**config.mk**
```make
export PLATFORM = sky130hd
export DESIGN_NAME = spec_agen
export DESIGN_NICKNAME = d
export VERILOG_FILES = /design/src/rtl/spec_agen_pkg.sv /design/src/rtl/spec_agen_or.sv /design/src/rtl/spec_agen_seg.sv /design/src/rtl/spec_agen_stage.sv /design/src/rtl/spec_agen.sv
export SDC_FILE = /design/constraint.sdc
export NUM_CORES = 1
export LEC_CHECK = 0
export ABC_AREA = 1
export BUFFER_PORTS_ARGS = -buffer_cell sky130_fd_sc_hd__buf_4
export CAP_MARGIN = 20
export CORE_MARGIN = 3
export CORE_UTILIZATION = 59
export DETAILED_ROUTE_END_ITERATION = 10
export GPL_ROUTABILITY_DRIVEN = 0
export PLACE_DENSITY = 0.84
export RECOVER_POWER = 100
export SYNTH_ARGS = -nofsm -noshare
export SYNTH_HDL_FRONTEND = slang
export SYNTH_HIERARCHICAL = 1
export SYNTH_SLANG_ARGS = --single-unit
```
**constraint.sdc**
```tcl
create_clock -name clk_i -period 2.2 [get_ports clk_i]
set_input_delay 0.11 -clock clk_i [delete_from_list [all_inputs] [get_ports clk_i]]
set_output_delay 0.11 -clock clk_i [all_outputs]
set_load 0.01 [all_outputs]
```
**src/rtl/spec_agen_pkg.sv**
```systemverilog
package spec_agen_pkg;
  typedef enum logic [1:0] {
    MODE_EXACT = 2'b00,
    MODE_OR    = 2'b01,
    MODE_SEG   = 2'b10,
    MODE_RSVD  = 2'b11
  } agen_mode_e;
endpackage

```
**src/rtl/spec_agen_or.sv**
```systemverilog
module spec_agen_or #(
  parameter int ADDR_W = 64
) (
  input  logic [ADDR_W-1:0] a_i,
  input  logic [ADDR_W-1:0] b_i,
  output logic [ADDR_W-1:0] addr_o,
  output logic              miss_o
);
  assign addr_o = a_i | b_i;
  // any shared set bit would have produced a carry
  assign miss_o = |(a_i & b_i);
endmodule

```
**src/rtl/spec_agen_seg.sv**
```systemverilog
module spec_agen_seg #(
  parameter int ADDR_W = 64,
  parameter int SEG_W  = 8
) (
  input  logic [ADDR_W-1:0] a_i,
  input  logic [ADDR_W-1:0] b_i,
  input  logic [ADDR_W-1:0] full_i,
  output logic [ADDR_W-1:0] addr_o,
  output logic              miss_o
);
  localparam int NSEG = (ADDR_W + SEG_W - 1) / SEG_W;

  for (genvar s = 0; s < NSEG; s++) begin : g_seg
    localparam int LO = s * SEG_W;
    localparam int HI = ((LO + SEG_W) > ADDR_W) ? ADDR_W - 1 : LO + SEG_W - 1;
    assign addr_o[HI:LO] = a_i[HI:LO] + b_i[HI:LO];
  end

  assign miss_o = (addr_o != full_i);
endmodule

```
**src/rtl/spec_agen_stage.sv**
```systemverilog
module spec_agen_stage #(
  parameter int ADDR_W = 64
) (
  input  logic              clk_i,
  input  logic              rst_ni,
  input  logic              valid_i,
  input  logic [ADDR_W-1:0] sum_i,
  input  logic              miss_i,
  output logic [ADDR_W-1:0] sum_o,
  output logic              valid_o,
  output logic              miss_o
);
  always_ff @(posedge clk_i or negedge rst_ni) begin
    if (!rst_ni) begin
      sum_o   <= '0;
      valid_o <= 1'b0;
      miss_o  <= 1'b0;
    end else begin
      valid_o <= valid_i;
      miss_o  <= valid_i & miss_i;
      if (valid_i) sum_o <= sum_i;
    end
  end
endmodule

```
**src/rtl/spec_agen.sv**
```systemverilog
module spec_agen
  import spec_agen_pkg::*;
#(
  parameter int ADDR_W = 64,
  parameter int SEG_W  = 8
) (
  input  logic              clk_i,
  input  logic              rst_ni,
  input  logic              valid_i,
  input  logic [1:0]        mode_i,
  input  logic [ADDR_W-1:0] base_i,
  input  logic [ADDR_W-1:0] index_i,
  output logic [ADDR_W-1:0] fast_addr_o,
  output logic [ADDR_W-1:0] exact_addr_o,
  output logic              exact_valid_o,
  output logic              mispredict_o
);
  agen_mode_e        mode;
  logic [ADDR_W-1:0] full_sum, or_addr, seg_addr;
  logic              or_miss, seg_miss, miss_sel;

  assign mode     = agen_mode_e'(mode_i);
  assign full_sum = base_i + index_i;

  spec_agen_or #(.ADDR_W(ADDR_W)) u_or (
    .a_i(base_i), .b_i(index_i), .addr_o(or_addr), .miss_o(or_miss)
  );

  spec_agen_seg #(.ADDR_W(ADDR_W), .SEG_W(SEG_W)) u_seg (
    .a_i(base_i), .b_i(index_i), .full_i(full_sum),
    .addr_o(seg_addr), .miss_o(seg_miss)
  );

  always_comb begin
    case (mode)
      MODE_OR:  begin fast_addr_o = or_addr;  miss_sel = or_miss;  end
      MODE_SEG: begin fast_addr_o = seg_addr; miss_sel = seg_miss; end
      default:  begin fast_addr_o = full_sum; miss_sel = 1'b0;     end
    endcase
  end

  spec_agen_stage #(.ADDR_W(ADDR_W)) u_stage (
    .clk_i(clk_i), .rst_ni(rst_ni), .valid_i(valid_i),
    .sum_i(full_sum), .miss_i(miss_sel),
    .sum_o(exact_addr_o), .valid_o(exact_valid_o), .miss_o(mispredict_o)
  );
endmodule

```
==> results.yml, run 1 <==
status:
  status: "aborted with a tool error"
  stop_stage: "global routing"
  error: "[ERROR GRT-0116] Global routing finished with congestion. Check the congestion regions in the DRC Viewer."
place:
  port_buffers: 262
  dpl.cell_count: 3913
  post-dp-hpwl_mm: 60.76
  place_ws_ps: -1168
synthesis:
  synth_edf_count: 0
  synthFlopType: "dfrtp_1"
  syn_area_um2: 14730
  synth_top_area_share_pct: 33.34
  yosysWarnings: 6
  synth_cell_types: 38
  async_flop_share_pct: 100.0
  synth-seq-area-share_pct: 11.21
  synth_seq_cells: 66
  synth_area_leaders: "nand2_1 33%, inv_1 12%, dfrtp_1 11%"
  synthMostInstantiatedCell: "nand2_1"
  avgSynthCellArea_um2: 5.258
  yosysTopAreaCell: "nand2_1"
  synth_nets: 3064
  syn_inst: 2801
  synth_commonest_cells: "1308 x nand2_1, 479 x inv_1, 197 x nand3_1"
global_routing:
  grt_pass1_wl_mm: 185.2
  grt_max_degree: 67
  grt_pass1_vias: 31640
  grt-ovfl-total: 311
  grt_use_total_pct: 87.99
clock_tree:
  cts-htree-levels: 3
  root_buffer: "clkbuf_16"
  numCtsBuffers: 9
  cts_buffer_depth: 2
  cts_sinks: 66
die:
  die-width_um: 164.0
  die_h_um: 164.0
  boundaryPins: 263
  initial_core_util_pct: 60.38
  row_count: 57
what timing repair did:
action                                  CTS
endpoints found under the setup margin   62
pin swaps                                84
hold buffers                              1
resized for setup                       311
endpoints found under the hold margin    66
buffers inserted                         25
cell families after synthesis:
logic type | share of synthesized area (%)
compound gates | 6.584
xor+xnor | 3.636
buf+inv | 13.68
flops | 11.21
simple gates | 53.39
fa+ha+maj | 11.50
metrics by stage:
stage	hold WS [ps]	cell area (um2)
detailed placement	244.3	21240
floorplan	-185.6	14760
global placement	231.9	21240
CTS	156.7	23250
metal layers:
| layer | overflow | GRT usage [%] |
|---|---|---|
| met5 | 0 | 57.77 |
| met4 | 122 | 93.27 |
| met3 | 16 | 79.42 |
| met2 | 163 | 99.74 |
| met1 | 10 | 83.94 |
==> run 2: changes to the inputs <==
- CORE_UTILIZATION: 59 -> 40
- PLACE_DENSITY: 0.84 -> default
- PLACE_DENSITY_LB_ADDON: default -> 0.15
==> run 2 against run 1 <==
The flow now finishes, with violations (max-capacitance violations, max-slew violations, negative setup slack); area after synthesis unchanged; synthesized cell count unchanged.
==> results.yml, run 2 <==
status:
  status: "complete, but fails checks"
  violations: "max-capacitance violations, max-slew violations, negative setup slack"
synthesis:
  syn_area_um2: 14730
  synthMostInstantiatedCell: "nand2_1"
  synth_area_leaders: "nand2_1 33%, inv_1 12%, dfrtp_1 11%"
  async_flop_share_pct: 100.0
  synth_commonest_cells: "1308 x nand2_1, 479 x inv_1, 197 x nand3_1"
  yosysWarnings: 6
  synthFlopType: "dfrtp_1"
  synth_seq_cells: 66
  synth-seq-area-share_pct: 11.21
  synth_nets: 3064
  synth_edf_count: 0
  avgSynthCellArea_um2: 5.258
  yosysTopAreaCell: "nand2_1"
  syn_inst: 2801
  synth_cell_types: 38
  synth_top_area_share_pct: 33.34
routing:
  drc: 0
  drt_iter0_markers: 2788
  wl_mm: 75.94
  final_antenna_net_count: 0
  drt-pass1-iter-count: 8
  vias_per_cell: 5.284
  wl_per_cell_um: 18.28
  num_vias: 21950
die:
  die-width_um: 197.9
  row_count: 69
  boundaryPins: 263
  core-area_um2: 35910
  dieArea_um2: 39160
  die_h_um: 197.9
  initial_core_util_pct: 41.01
global_routing:
  antenna_found_initial: 1
  grt_max_degree: 67
  grt_pass1_vias: 20110
  grt_use_total_pct: 35.89
  grt-ovfl-total: 0
  grt_pass1_wl_mm: 109.7
cells_and_area:
  final_cell_mix: "1116 x nand2_1, 805 x buf_4, 448 x inv_1"
  fillers: 2911
  areaGrowthSynthToFinish_pct: 72.23
  final_common_cell: "nand2_1"
  top_register: "u_stage/sum_o"
  top_regs: "u_stage/sum_o: 64 flops, u_stage/miss_o: 1 flops, u_stage/valid_o: 1 flops"
  largest_reg_flops: 64
  finalNetCount: 3949
  post_route_cells_drive_above_1_share_pct: 40.26
  utilization_pct: 70.63
clock_tree:
  clk_latency_ps: 330
  cts_tree: "done"
  numCtsBuffers: 9
  cts_sinks: 66
  clk_pin_slew_ps: 60
  cts-htree-levels: 3
  root_buffer: "clkbuf_16"
  cts_buffer_depth: 2
timing:
  min_period_ps: 2914
  setup_viol: 38
  max_slew_margin_pct: -9.505
  setup-tns-final_ps: -5438
  finalClockSkew_ps: 0
  finalCritPeriodShare_pct: 132.5
  rsz0062_at_grt: "true"
  drv_slew: 67
  max_freq_mhz: 343.2
  worst_pin_slew_ps: 1643
  finalHoldViolCount: 0
  fin_ws_ps: -714.2
min_path:
  min_from: "index_i[0]"
  hold_path.class: "input pin to flop"
setup_path:
  path_max_fanout: 4
  start_kind: "input pin"
  end_kind: "flop"
  worst-setup-path-type: "input pin to flop"
  crit_path_start: "base_i[4]"
  cp.arrival_ps: 3150
  worstReg2RegStart: "u_stage/sum_o[52]"
  critical_path_required_ps: 2430
power_and_ir_drop:
  peakVddDrop_mv: 0.3345
  p_leak_nw: 14.69
  finalPower_w: 0.01218
  power_density_nw_per_um2: 480.1
flow_run:
  drv_cap: 1
place:
  post-dp-hpwl_mm: 59.73
  port_buffers: 262
-- run 2: repair_timing --
| item | 4_1_cts | 5_1_grt |
|---|---|---|
| hold buffers | 1 | 0 |
| pin swaps | 104 | 113 |
| setup buffers | 33 | 31 |
| endpoints found under the hold margin | 66 | 0 |
| gates resized for setup | 411 | 267 |
| endpoints found under the setup margin | 64 | 59 |
-- run 2: per-stage QoR --
step | area, um2 | setup WS, ps | instances | hold slack [ps]
after floorplan | 14760 | -295.6 | 2801 | -185.6
after CTS | 24190 | -546.5 | 4128 | 123.8
after global routing | 25370 | -850.4 | 4153 | 150.5
after detailed placement | 21700 | -1283 | 4084 | 133.1
final | 25370 | -714.2 | 4153 | 132.7
after global placement | 21700 | -1321 | 4084 | 129.6
-- run 2: final cells by class --
cell class / instances / area [um2] / area share (%)
multi-input combinational: 2213 / 13670 / 53.89
tap: 461 / 576.8 / 2.274
clock buffer: 12 / 256.5 / 1.011
sequential: 66 / 1652 / 6.511
antenna: 1 / 2.502 / 0.009865
clock inverter: 4 / 50.05 / 0.1973
timing repair buffer: 915 / 7347 / 28.96
inverter: 481 / 1810 / 7.138
-- run 2: logic make-up (layout without fill, tap and decap cells) --
kind of cell | after synthesis | count (layout) | synth area share [%]
AOI/OAI and AO/OA | 157 | 157 | 6.584
xor gates and xnor gates | 56 | 56 | 3.636
adders and majority gates | 130 | 130 | 11.50
buffers and inverters | 522 | 1412 | 13.68
DFF | 66 | 66 | 11.21
other | 0 | 1 | 0
and+or+nand+nor | 1870 | 1870 | 53.39
-- run 2: worst max-delay path, stage by stage --
cell	delay, ps
buf_4	130
ha_4	260
nand2_2	90
inv_1	70
nand2_2	110
nand2_1	70
nand2_1	60
nand3b_1	230
nand2_1	160
nand2_2	80
buf_4	160
xor2_4	220
inv_1	60
nand3_1	70
nand2_1	70
nor2_1	250
nand2_1	110
nor2_1	150
nand3_1	100
nor2_1	90
nand3_1	80
nor2_1	110
nand2_1	60
nand2_1	80
a21oi_2	50
nand2_1	70
inv_1	40
-- run 2: path summary, 6_finish.rpt --
check / endpoint / cells after the start / slack (ps)
worst max-delay path: u_stage/miss_o / 27 / -710
worst min-delay path: u_stage/sum_o[0] / 4 / 130
worst max register to register: u_stage/sum_o[52] / 2 / 1560
worst min register to register: u_stage/sum_o[38] / 2 / 470
max in group asynchronous: u_stage/sum_o[59] / 3 / 360
min in group asynchronous: u_stage/sum_o[14] / 3 / 840
-- run 2: power by group --
group          internal, W  switching, W  leakage (nW)
clock network     0.000937      0.000523         0.145
registers          0.00143      0.000134         0.799
logic              0.00421       0.00495          13.7
-- run 2: per-layer routing --
| metal | vias to the layer above | GRT usage, % | part of all wire (%) |
|---|---|---|---|
| li1 | 10350 | - | - |
| met1 | 10030 | 51.03 | 40 |
| met2 | 1289 | 54.61 | 42 |
| met3 | 284 | 6.006 | 13 |
| met4 | 0 | 13.24 | 5.3 |
| met5 | - | 0 | 0 |
No activity file was read; power rests on OpenSTA's default activity.
==> run 3: changes to the inputs <==
- BUFFER_PORTS_ARGS: -buffer_cell sky130_fd_sc_hd__buf_4 -> -buffer_cell sky130_fd_sc_hd__buf_2
==> run 3 against run 2 <==
The run ends with negative setup slack left; utilization fell by 0.46 points; sequential cell count did not move; worst hold slack got worse by 5.2 ps; non-clock buffer count rose by 27; cell count rose by 0.65%; sequential share of layout area barely moved; final area fell by 0.65%; sequential power barely moved; die area did not move; clock skew did not move; power fell by 0.78%; first-iteration DRC count rose by 0.65%; critical endpoint unchanged.
==> results.yml, run 3 (synthesis gave the netlist of run 2 again) <==
status:
  status: "complete, but fails checks"
  violations: "negative setup slack"
power_and_ir_drop:
  p_leak_nw: 14.70
  p_clk_share_pct: 11.9
  switching_share_pct: 47.54
  p_seq_share_pct: 12.8
  peakVddDrop_mv: 0.3904
  power_density_nw_per_um2: 479.5
  intPower_w: 0.006339
  p_switching_w: 0.005745
  power_frac_comb_pct: 75.3
die:
  dieArea_um2: 39160
  initial_core_util_pct: 41.01
  die_h_um: 197.9
  boundaryPins: 263
  core-area_um2: 35910
  row_count: 69
  die-width_um: 197.9
timing:
  fin_ws_ps: -730.3
  min_period_ps: 2930
  drv_slew: 0
  worst_pin_slew_ps: 690.0
  max_slew_margin_pct: 54.00
  finalClockSkew_ps: 0
  finalHoldViolCount: 0
  max_freq_mhz: 341.3
  setup_viol: 43
  rsz0062_at_grt: "true"
  finalCritPeriodShare_pct: 133.2
setup_path:
  end_kind: "flop"
  critical_path_required_ps: 2440
  start_kind: "input pin"
  path_max_fanout: 4
  worst-setup-path-type: "input pin to flop"
  cp.arrival_ps: 3170
global_routing:
  antenna_found_initial: 1
  grt_pass1_wl_mm: 109.8
  grt-ovfl-total: 0
  grt_max_degree: 67
  grt_pass1_vias: 19830
  grt_use_total_pct: 36.02
flow_run:
  drv_cap: 0
clock_tree:
  cts_tree: "done"
  cts_sinks: 66
  cts_buffer_depth: 2
  cts-htree-levels: 3
  clk_latency_ps: 330
  root_buffer: "clkbuf_16"
  clk_pin_slew_ps: 60
  numCtsBuffers: 9
place:
  port_buffers: 262
  dpl.cell_count: 4095
  place_ws_ps: -1302
  post-dp-hpwl_mm: 60.10
cells_and_area:
  finalNetCount: 3976
  top_register: "u_stage/sum_o"
  top_regs: "u_stage/sum_o: 64 flops, u_stage/miss_o: 1 flops, u_stage/valid_o: 1 flops"
  largest_reg_flops: 64
  fillers: 2961
  final_common_cell: "nand2_1"
  final_cell_mix: "1074 x nand2_1, 618 x buf_4, 439 x inv_1"
  areaGrowthSynthToFinish_pct: 71.11
  post_route_cells_drive_above_1_share_pct: 42.66
  fin_cells: 4180
routing:
  wl_mm: 77.21
  num_vias: 22280
  wl_per_cell_um: 18.47
  drt_iter0_markers: 2806
  drt-pass1-iter-count: 6
  vias_per_cell: 5.330
  drc: 0
  final_antenna_net_count: 0
min_path:
  hold_path.class: "input pin to flop"
run 3: cell count changes in the layout (fill, tap and decap cells not counted), sizes merged:
cell,change
buf,+27
inv,+1
clkbuf,-3
clkinv,+2
run 3: power by group through the flow:
stage               registers [W]  logic (W)  clock network (W)
floorplan                 0.00167    0.00331                  0
global placement          0.00156    0.00715                  0
detailed placement        0.00157    0.00725                  0
CTS                       0.00155    0.00804            0.00147
global route              0.00157    0.00960            0.00154
finish                    0.00154    0.00910            0.00144
run 3: worst paths after layout:
path	endpoint	cells after the start	from	slack, ps
worst max-delay path	u_stage/miss_o	24	base_i[0]	-730
worst min-delay path	u_stage/sum_o[0]	4	index_i[0]	130
worst max register to register	u_stage/sum_o[52]	2	u_stage/sum_o[52]	1550
worst min register to register	u_stage/sum_o[45]	2	u_stage/sum_o[45]	460
max in group asynchronous	u_stage/sum_o[49]	3	rst_ni	1130
min in group asynchronous	u_stage/sum_o[11]	2	rst_ni	330
run 3: area by class of cell:
| type | count | area, um2 | share of cell area (%) |
|---|---|---|---|
| clock buffers | 9 | 225.2 | 0.8937 |
| diodes | 1 | 2.502 | 0.009930 |
| multi-input cells | 2213 | 13960 | 55.39 |
| flip-flops and latches | 66 | 1652 | 6.554 |
| inverters | 481 | 1815 | 7.204 |
| clock inverters | 7 | 68.82 | 0.2731 |
| well taps | 461 | 576.8 | 2.289 |
| repair buffers | 942 | 6900 | 27.38 |
run 3: worst max-delay path, stage by stage:
cell and delay (ps):
buf_8 100, ha_4 160, fa_2 440, nand3_2 100, nand3_4 140, buf_4 170
nand4_1 90, nand3_2 170, buf_4 200, xnor2_2 160, inv_2 90, inv_1 80
nand2_1 80, o21ai_0 80, nor2_1 200, nand2_2 160, nor2_2 120, nand3_1 90
nor2_1 90, nand2_1 60, nand2_1 70, a21oi_1 80, nand2_1 80, inv_1 40
run 3: layer usage:
metal	up-vias	track usage, %	share of wire (%)
met3	255	7.487	13
met4	0	12.61	5.0
met2	1357	54.95	42
li1	10390	-	-
met1	10280	50.46	40
met5	-	0	0
run 3: timing repair:
item | 4_1_cts | 5_1_grt
endpoints found under the hold margin | 20 | 0
resized for setup | 412 | 356
setup endpoints to repair | 61 | 58
hold buffers | 1 | 0
pin swaps | 110 | 182
setup buffers | 38 | 40
run 3: metrics by stage:
stage          power, W  hold WS [ps]  instance area, um2  util, %  TNS, ps
6_report        0.01208         127.4               25200    70.17    -6287
3_3_place_gp   0.008713       -0.9203               21100    58.76   -19470
5_1_grt         0.01271         164.5               25200    70.17    -9298
2_1_floorplan  0.004979        -185.6               14760        -   -295.6
4_1_cts         0.01106         119.6               23640    65.81    -2736
3_5_place_dp   0.008814         6.747               21100    58.76   -21400
